<file path="config.mk">
export PLATFORM = sky130hd
export DESIGN_NAME = sata_oob_init
export DESIGN_NICKNAME = d
export VERILOG_FILES = /design/src/rtl/sata_oob_pkg.sv /design/src/rtl/oob_ctrl.sv /design/src/rtl/oob_datapath.sv /design/src/rtl/sata_oob_init.sv
export SDC_FILE = /design/constraint.sdc
export NUM_CORES = 1
export LEC_CHECK = 0
export CORE_MARGIN = 2
export CORE_UTILIZATION = 45
export DETAILED_ROUTE_END_ITERATION = 16
export GPL_ROUTABILITY_DRIVEN = 0
export PLACE_DENSITY = 0.8
export SLEW_MARGIN = 15
export SYNTH_ARGS = -nofsm -noshare
export SYNTH_HDL_FRONTEND = slang
export SYNTH_SLANG_ARGS = --single-unit
</file>
<file path="constraint.sdc">
create_clock -name clk -period 2.5 [get_ports clk]
set_clock_uncertainty 0.15 [all_clocks]
set_input_delay 0.375 -clock clk [delete_from_list [all_inputs] [get_ports clk]]
set_output_delay 0.375 -clock clk [all_outputs]
set_load 0.05 [all_outputs]
</file>
<file path="src/rtl/sata_oob_pkg.sv">
package sata_oob_pkg;

  typedef enum logic [2:0] {
    ST_IDLE,
    ST_SEND_RESET,
    ST_WAIT_INIT,
    ST_SEND_WAKE,
    ST_WAIT_WAKE,
    ST_WAIT_ALIGN,
    ST_READY
  } oobState_t;

  // strobes from control to datapath
  typedef struct packed {
    logic restart;    // back to start: clear results, fast rate, clear timer
    logic timerClr;   // restart the window counter
    logic rateDrop;   // fall back to the slow rate
    logic speedLoad;  // record the current rate as negotiated
    logic sigArm;     // link is ready, a FIS may be captured
  } oobStrobe_t;

  localparam logic [1:0] SPD_NONE = 2'b00;
  localparam logic [1:0] SPD_1G5  = 2'b01;
  localparam logic [1:0] SPD_3G   = 2'b10;

endpackage

</file>
<file path="src/rtl/oob_ctrl.sv">
module oob_ctrl
  import sata_oob_pkg::*;
(
  input  logic       clk,
  input  logic       rst,
  input  logic       portResetReq,
  input  logic       phyBurstDone,
  input  logic       phyCominit,
  input  logic       phyComwakeDet,
  input  logic       phyAlignDet,
  input  logic       initExpired,
  input  logic       alignExpired,
  input  logic       rateIsHigh,
  output oobStrobe_t stb,
  output logic       phyComresetReq,
  output logic       phyComwakeReq,
  output logic       linkReady
);

  oobState_t state, nextState;

  always_ff @(posedge clk) begin
    if (rst) state <= ST_IDLE;
    else     state <= nextState;
  end

  always_comb begin
    nextState = state;
    stb       = '0;
    stb.sigArm = (state == ST_READY);
    if (portResetReq) begin
      nextState   = ST_SEND_RESET;
      stb.restart = 1'b1;
    end else begin
      case (state)
        ST_SEND_RESET: begin
          if (phyBurstDone) begin
            nextState    = ST_WAIT_INIT;
            stb.timerClr = 1'b1;
          end
        end
        ST_WAIT_INIT: begin
          if (phyCominit) begin
            nextState = ST_SEND_WAKE;
          end else if (initExpired) begin
            nextState   = ST_SEND_RESET;
            stb.restart = 1'b1;
          end
        end
        ST_SEND_WAKE: begin
          if (phyCominit) begin
            nextState   = ST_SEND_RESET;
            stb.restart = 1'b1;
          end else if (phyBurstDone) begin
            nextState = ST_WAIT_WAKE;
          end
        end
        ST_WAIT_WAKE: begin
          if (phyCominit) begin
            nextState   = ST_SEND_RESET;
            stb.restart = 1'b1;
          end else if (phyComwakeDet) begin
            nextState    = ST_WAIT_ALIGN;
            stb.timerClr = 1'b1;
          end
        end
        ST_WAIT_ALIGN: begin
          if (phyCominit) begin
            nextState   = ST_SEND_RESET;
            stb.restart = 1'b1;
          end else if (phyAlignDet) begin
            nextState     = ST_READY;
            stb.speedLoad = 1'b1;
          end else if (alignExpired) begin
            if (rateIsHigh) begin
              stb.rateDrop = 1'b1;
              stb.timerClr = 1'b1;
            end else begin
              nextState   = ST_SEND_RESET;
              stb.restart = 1'b1;
            end
          end
        end
        ST_READY: begin
          if (phyCominit) begin
            nextState   = ST_SEND_RESET;
            stb.restart = 1'b1;
          end
        end
        default: nextState = state;
      endcase
    end
  end

  assign phyComresetReq = (state == ST_SEND_RESET);
  assign phyComwakeReq  = (state == ST_SEND_WAKE);
  assign linkReady      = (state == ST_READY);

endmodule

</file>
<file path="src/rtl/oob_datapath.sv">
module oob_datapath
  import sata_oob_pkg::*;
#(
  parameter int RESET_TIMEOUT = 4,
  parameter int ALIGN_WINDOW  = 3,
  parameter int SIG_W         = 32
) (
  input  logic             clk,
  input  logic             rst,
  input  oobStrobe_t       stb,
  input  logic             fisValid,
  input  logic [SIG_W-1:0] fisData,
  output logic             initExpired,
  output logic             alignExpired,
  output logic             rateSel,
  output logic [1:0]       negSpeed,
  output logic             sigCaptured,
  output logic [SIG_W-1:0] sigReg
);

  localparam int MAX_T = (RESET_TIMEOUT > ALIGN_WINDOW) ? RESET_TIMEOUT : ALIGN_WINDOW;
  localparam int TW    = $clog2(MAX_T + 1);

  logic [TW-1:0] timer;

  always_ff @(posedge clk) begin
    if (rst || stb.restart || stb.timerClr) timer <= '0;
    else                                    timer <= timer + 1'b1;
  end

  assign initExpired  = (timer == TW'(RESET_TIMEOUT - 1));
  assign alignExpired = (timer == TW'(ALIGN_WINDOW - 1));

  always_ff @(posedge clk) begin
    if (rst || stb.restart) begin
      rateSel     <= 1'b1;
      negSpeed    <= SPD_NONE;
      sigCaptured <= 1'b0;
    end else begin
      if (stb.rateDrop)  rateSel  <= 1'b0;
      if (stb.speedLoad) negSpeed <= rateSel ? SPD_3G : SPD_1G5;
      if (stb.sigArm && fisValid && !sigCaptured) sigCaptured <= 1'b1;
    end
  end

  always_ff @(posedge clk) begin
    if (rst) sigReg <= '0;
    else if (!stb.restart && stb.sigArm && fisValid && !sigCaptured) sigReg <= fisData;
  end

endmodule

</file>
<file path="src/rtl/sata_oob_init.sv">
module sata_oob_init
  import sata_oob_pkg::*;
#(
  parameter int RESET_TIMEOUT = 4,
  parameter int ALIGN_WINDOW  = 3,
  parameter int SIG_W         = 32
) (
  input  logic             clk,
  input  logic             rst,
  input  logic             portResetReq,
  input  logic             phyBurstDone,
  input  logic             phyCominit,
  input  logic             phyComwakeDet,
  input  logic             phyAlignDet,
  input  logic             fisValid,
  input  logic [SIG_W-1:0] fisData,
  output logic             phyComresetReq,
  output logic             phyComwakeReq,
  output logic             rateSel,
  output logic             linkReady,
  output logic [1:0]       negSpeed,
  output logic             sigCaptured,
  output logic [SIG_W-1:0] sigReg
);

  oobStrobe_t stb;
  logic       initExpired;
  logic       alignExpired;

  oob_ctrl u_ctrl (
    .clk           (clk),
    .rst           (rst),
    .portResetReq  (portResetReq),
    .phyBurstDone  (phyBurstDone),
    .phyCominit    (phyCominit),
    .phyComwakeDet (phyComwakeDet),
    .phyAlignDet   (phyAlignDet),
    .initExpired   (initExpired),
    .alignExpired  (alignExpired),
    .rateIsHigh    (rateSel),
    .stb           (stb),
    .phyComresetReq(phyComresetReq),
    .phyComwakeReq (phyComwakeReq),
    .linkReady     (linkReady)
  );

  oob_datapath #(
    .RESET_TIMEOUT(RESET_TIMEOUT),
    .ALIGN_WINDOW (ALIGN_WINDOW),
    .SIG_W        (SIG_W)
  ) u_dp (
    .clk         (clk),
    .rst         (rst),
    .stb         (stb),
    .fisValid    (fisValid),
    .fisData     (fisData),
    .initExpired (initExpired),
    .alignExpired(alignExpired),
    .rateSel     (rateSel),
    .negSpeed    (negSpeed),
    .sigCaptured (sigCaptured),
    .sigReg      (sigReg)
  );

endmodule

</file>
# --- Word level (Yosys, flattened, before mapping) ---
# Cells that the tools add are included.
word_totals:
  wordCells: 78
  regBits: 42
  out_inout_bits: 39
  input_bits: 40
classes:
  n_mux: 33
  add_sub_neg: 1
  eq_ne: 22
  n_reduce_logical: 15
op_table:
  columns: ["cell", "count"]
  rows:
  - ["two-way mux 3 bit", 16]
  - ["!= test 4 bit, second input constant", 5]
  - ["one-hot mux 3 bit (6 select lines)", 1]
  - ["AND reduction 8 bit", 2]
  - ["!= test 3 bit, second input constant", 5]
  - ["== test 3 x 2 -> 1 bit, second input constant", 4]
  - ["two-way mux 1 bit", 11]
  - ["!= test 5 bit, second input constant", 2]
  - ["== test 3 bit, second input constant", 3]
  - ["nonzero test 7 bit", 1]
  - ["two-way mux 2 bit", 3]
  - ["one-hot mux 1 bit (3 select lines)", 2]
  - ["nonzero test 6 bit", 1]
  - ["logical AND 1 bit", 5]
  - ["!= test 2 bit, second input constant", 2]
  - ["adder 3 x 1 -> 3 bit, second input constant", 1]
  - ["== test 3 x 1 -> 1 bit, second input constant", 1]
  - ["OR reduction 3 bit", 1]
  - ["zero test 1 bit", 2]
  - ["logical OR 1 bit", 2]
  - ["OR reduction 2 bit", 1]

# --- Logic depth before layout (Yosys ltp) ---
depth:
  depth_word: 10
  depth_mapped: 8

# --- Modules after synthesis ---
# A second synthesis with hierarchy kept.
unflattened:
  hier_cells: 230
  area_unflattened_um2: 2162.1
modules_own_cells:
  columns: ["module", "area_per_inst_um2", "instances", "seq_area_each_um2", "cells_per_inst"]
  rows:
  - ["oob_datapath", 1731.7, 1, 780.7, 167]
  - ["oob_ctrl", 430.4, 1, 60.1, 63]

# --- Worst setup path before layout ---
# OpenSTA, ideal clock, no wires.
synth_timing:
  kind: "register -> output"
  startpoint: "register u_ctrl.state[0]"
  endpoint: "output port phyComresetReq"
  path_stages_with_launch: 4
  arrival_ns: 1.618
  path_slack_ns: 0.357
  path_cell_list: "dfxtp_1 buf_6 inv_1 nor3_1"
synth_via:
  elab_chain_len: 1
synth_rtl:
  columns: ["item", "line", "source"]
  rows:
  - ["start: declaration", "oob_ctrl.sv:20", "oobState_t state, nextState;"]
  - ["start signal: assignment", "oob_ctrl.sv:24", "else state <= nextState;"]
  - ["== test 3 x 1 -> 1 bit", "oob_ctrl.sv:95", "assign phyComresetReq = (state == ST_SEND_RESET);"]
  - ["end: declaration", "sata_oob_init.sv:17", "output logic phyComresetReq,"]
# Every way passes these cells.

# --- Worst setup path in the final report ---
layout_timing:
  startpoint: "register u_dp.timer[0]"
  endpoint: "register u_dp.sigReg[2]"
layout_via:
  elab_chain_len: 10
  word_cells_on_any_way: 13
  cone_classes: "2 x eq/ne; 7 x mux; 4 x reduce/logical"
layout_rtl:
  columns: ["item", "line", "source"]
  rows:
  - ["start: declaration", "oob_datapath.sv:24", "logic [TW-1:0] timer;"]
  - ["start signal: assignment", "oob_datapath.sv:28", "else timer <= timer + 1'b1;"]
  - ["== test 3 x 2 -> 1 bit", "oob_datapath.sv:32", "assign alignExpired = (timer == TW'(ALIGN_WINDOW - 1));"]
  - ["two-way mux 3 bit", "oob_ctrl.sv:74", "end else if (alignExpired) begin"]
  - ["two-way mux 3 bit", "oob_ctrl.sv:71", "end else if (phyAlignDet) begin"]
  - ["two-way mux 1 bit", "oob_ctrl.sv:68", "if (phyCominit) begin"]
  - ["one-hot mux 1 bit (3 select lines) (*)", "oob_ctrl.sv:35", "case (state)"]
  - ["two-way mux 1 bit (*)", "oob_ctrl.sv:31", "if (portResetReq) begin"]
  - ["zero test 1 bit (*)", "oob_datapath.sv:48", "else if (!stb.restart && stb.sigArm && fisValid && !sigCaptured) sigReg <= fisData;"]
  - ["logical AND 1 bit (*) (3 in a row)", "oob_datapath.sv:48", null]
  - ["end signal: assignment", "oob_datapath.sv:48", null]
  - ["end: declaration", "oob_datapath.sv:18", "output logic [SIG_W-1:0] sigReg"]
# Mark *: on every way between the ends. The rest lies on a longest branch, timed or not.
# A chain may end at the register's enable or synchronous reset.

==> qor.txt <==
worst endpoint data arrival time: 2.17 ns
floorplan die width: 73.8 µm
distinct cell type count after synthesis: 42
number of fill cells in the layout: 399
Mapped Nets: 270
maximum number of pins on one net before global-route repair: 48
average footprint of a synthesized cell: 9.67 µm²
number of instances on the worst hold path: 2
post-placement worst setup slack: 0.156 ns
post-CTS clock slew at the launch and capture registers of the worst setup and hold paths: 0.08 ns
global route overflow: 0
Post-layout nets: 346
setup ws final: 0.388 ns
worst reg2reg path depth: 7
total CTS buffers: 5
number of iterations in the first detailed-routing pass: 4
floorplan die area: 0.00545 mm²
CP Max Fanout: 13
required time of the critical path: 2.56 ns
Worst Hold Class: reg2reg
count of warnings emitted by yosys: 0
initial antenna violation count: 0
drt wl/cell: 12.3 µm
power per standard cell area: 439 mW/mm²
total length of routed wires: 4560 µm
vias per inst: 4.87
Fmax: 473 MHz
static leakage: 1.09 nW
cells after synthesis: 227
Core Rows: 25
kind of critical path: reg2reg
total number of H-tree levels: 2
CTS tree: done
cell types occupying the most area after synthesis: sky130_fd_sc_hd__dfxtp_1 38%, sky130_fd_sc_hd__nand2b_1 19%, sky130_fd_sc_hd__mux2i_1 15%, sky130_fd_sc_hd__buf_12 2.7%, sky130_fd_sc_hd__ha_1 1.7%
post-synthesis to final-layout area growth: 41.8%
Core Footprint: 0.00472 mm²
flip-flop and latch count after synthesis: 42
crit path capture: u_dp.sigReg[2]
Starting Density: 46.5%
DR vias: 1802
Max-Cap Viols: 0
number of clock sinks: 42
number of pins exceeding their max-slew limit in the final report: 0
final number of hold-violating endpoints: 0
hold-fix buffers at CTS: 0
sort of element at the end of the critical path: flip-flop
worst-case clock buffer depth: 2
vias in the first global route: 1689
transition time at the pin with the least slew margin: 0.524 ns
Setup Viol. Count Final: 0
kind of start point of the critical path: flip-flop
sum of net half-perimeters after detailed placement: 3430 µm
Clk Latency, worst-skew pair: 0.28 ns
summed instance area of the synthesized netlist: 0.00219 mm²
cell accounting for the most synthesized area: sky130_fd_sc_hd__dfxtp_1
combined global-route utilization of all metal layers: 17.3%
Port-buffer cells: 78
Initial DRC Count: 70
origin of the critical flop-to-flop path: u_dp.timer[0]
CP Launch Point: u_dp.timer[0]
final worst-path cycle share: 84.5%
count of instances resized after the clock tree is built: 0
VDD IR max: 0.000316 V
Min Clock Period, post-route: 2.11 ns
setup repair after global routing missed its margin: false
Die H: 73.8 µm
first-pass GRT wire length: 7460 µm
status: completed
post-detailed-route DRC marker count: 0
Final ANT Viol Nets: 0
fraction of the yosys area taken by sequential cells: 38.3%
diode insertion count for antenna repair: 0
number of top-level design ports: 79
portion of synthesized cell area occupied by the leading cell type: 38.3%
setup fix buffers added after clock tree synthesis: 0
max-slew headroom at the worst pin: 65.0%
proportion of layout cells with a drive suffix above 1: 7.92%
reg2reg setup slack: 0.39 ns
root buffer selected by CTS: sky130_fd_sc_hd__clkbuf_8
worst reg2reg path endpoint: u_dp.sigReg[2]
Setup Total Neg Slack: 0 ns
## synthesized netlist by cell type (all sizes together)
| master | count |
|---|---|
| mux2i | 33 |
| clkbuf | 7 |
| a31oi | 1 |
| and4bb | 2 |
| o21a | 1 |
| nor3 | 4 |
| a21o | 1 |
| ha | 3 |
| or2b | 1 |
| nand2 | 4 |
| nand4b | 2 |
| a22oi | 1 |
| buf | 8 |
| o221ai | 1 |
| nand3 | 3 |
| or3b | 1 |
| o22ai | 1 |
| a21oi | 6 |
| nor2b | 2 |
| a31o | 1 |
| and3b | 4 |
| and2 | 2 |
| dfxtp | 42 |
| o311ai | 1 |
| nand4 | 1 |
| nor3b | 2 |
| nand2b | 66 |
| a311oi | 1 |
| or2 | 2 |
| o2111ai | 2 |
| and2b | 3 |
| o21ai | 5 |
| nor2 | 6 |
| and3 | 1 |
| inv | 5 |
| o32a | 1 |
## power by group
group          internal, mW  total, mW  switching, mW
logic                0.0971      0.156         0.0585
registers             0.672      0.678        0.00575
clock network         0.319      0.532          0.212
## critical path, cell delays in order (launching register included)
cell                       delay [ns]
sky130_fd_sc_hd__dfxtp_1         0.33
sky130_fd_sc_hd__ha_1            0.20
sky130_fd_sc_hd__ha_1            0.22
sky130_fd_sc_hd__and4bb_1        0.20
sky130_fd_sc_hd__o21ai_2         0.17
sky130_fd_sc_hd__and3b_2         0.36
sky130_fd_sc_hd__buf_12          0.19
sky130_fd_sc_hd__mux2i_1         0.20
## per-layer routing
layer | share of wire (%) | wire, µm | global-route usage (%) | vias to the layer above
met3 | 7.1 | 322 | 4.94 | 5
li1 | - | - | - | 921
met2 | 45 | 2030 | 25.6 | 65
met5 | 0 | 0 | 0 | -
met1 | 48 | 2170 | 24.3 | 811
met4 | 0.64 | 29 | 5.05 | 0
## sequential cells by signal (all words and copies together) (netlist names)
name / cells
u_ctrl.state: 3
u_dp.sigReg: 32
u_dp.rateSel: 1
u_dp.negSpeed: 2
u_dp.sigCaptured: 1
u_dp.timer: 3
## worst min path at each step
stage | start | endpoint | slack, ns
3_3_place_gp | u_dp.negSpeed[0] | u_dp.negSpeed[0] | 0.30
5_1_grt | u_dp.timer[0] | u_dp.timer[0] | 0.33
4_1_cts | u_dp.negSpeed[0] | u_dp.negSpeed[0] | 0.31
6_report | u_dp.negSpeed[0] | u_dp.negSpeed[0] | 0.31
2_1_floorplan | u_dp.timer[0] | u_dp.timer[0] | 0.28
3_5_place_dp | u_dp.negSpeed[0] | u_dp.negSpeed[0] | 0.30
## layout make-up
cell class / count / area [µm²] / area share, %
Timing Repair Buffer: 84 / 843 / 27.1
Clock buffer: 6 / 82.6 / 2.65
Tap cell: 67 / 83.8 / 2.69
Multi-Input combinational cell: 165 / 1210 / 39.0
Sequential cell: 42 / 841 / 27.0
Clock inverter: 1 / 30.0 / 0.965
Inverter: 5 / 18.8 / 0.603
## per-stage QoR
stage	cell area, µm²	utilization [%]	power [mW]	hold WS, ns	cells
after CTS	3110	65.9	1.38	0.313	370
after global routing	3110	65.9	1.43	0.333	370
after floorplan	2190	-	0.769	0.281	227
final	3110	65.9	1.37	0.313	370
after global placement	3000	63.5	0.849	0.295	363
after detailed placement	3000	63.5	0.849	0.300	363
## cells by family (layout without fill, tap and decap cells)
family,count (synthesis),count (layout),share of synthesized area [%]
adder cells (fa/ha/maj),3,3,1.71
AND/OR/NAND/NOR,106,106,30.8
flip-flops,42,42,38.3
multiplexers,33,33,15.1
buffers and inverters,20,96,6.50
AO/OA/AOI/OAI,23,23,7.64
## layout by cell type (no fill, tap or decap), types with 2 or more instances in the layout
cell / count
sky130_fd_sc_hd__ha_1: 3
sky130_fd_sc_hd__a21oi_1: 6
sky130_fd_sc_hd__nand3_1: 2
sky130_fd_sc_hd__dfxtp_1: 42
sky130_fd_sc_hd__nor3_1: 4
sky130_fd_sc_hd__nand4b_1: 2
sky130_fd_sc_hd__buf_12: 2
sky130_fd_sc_hd__o21ai_0: 3
sky130_fd_sc_hd__and4bb_1: 2
sky130_fd_sc_hd__and2_1: 2
sky130_fd_sc_hd__o21ai_2: 2
sky130_fd_sc_hd__nor2_1: 6
sky130_fd_sc_hd__clkbuf_8: 6
sky130_fd_sc_hd__mux2i_1: 33
sky130_fd_sc_hd__and2b_1: 2
sky130_fd_sc_hd__and3b_2: 3
sky130_fd_sc_hd__nor2b_1: 2
sky130_fd_sc_hd__nor3b_1: 2
sky130_fd_sc_hd__inv_1: 5
sky130_fd_sc_hd__or2_1: 2
sky130_fd_sc_hd__nand2_1: 4
sky130_fd_sc_hd__nand2b_1: 66
sky130_fd_sc_hd__o2111ai_1: 2
sky130_fd_sc_hd__clkdlybuf4s50_1: 75
sky130_fd_sc_hd__buf_4: 7
Note: power is estimated with default switching activity, not from simulation.
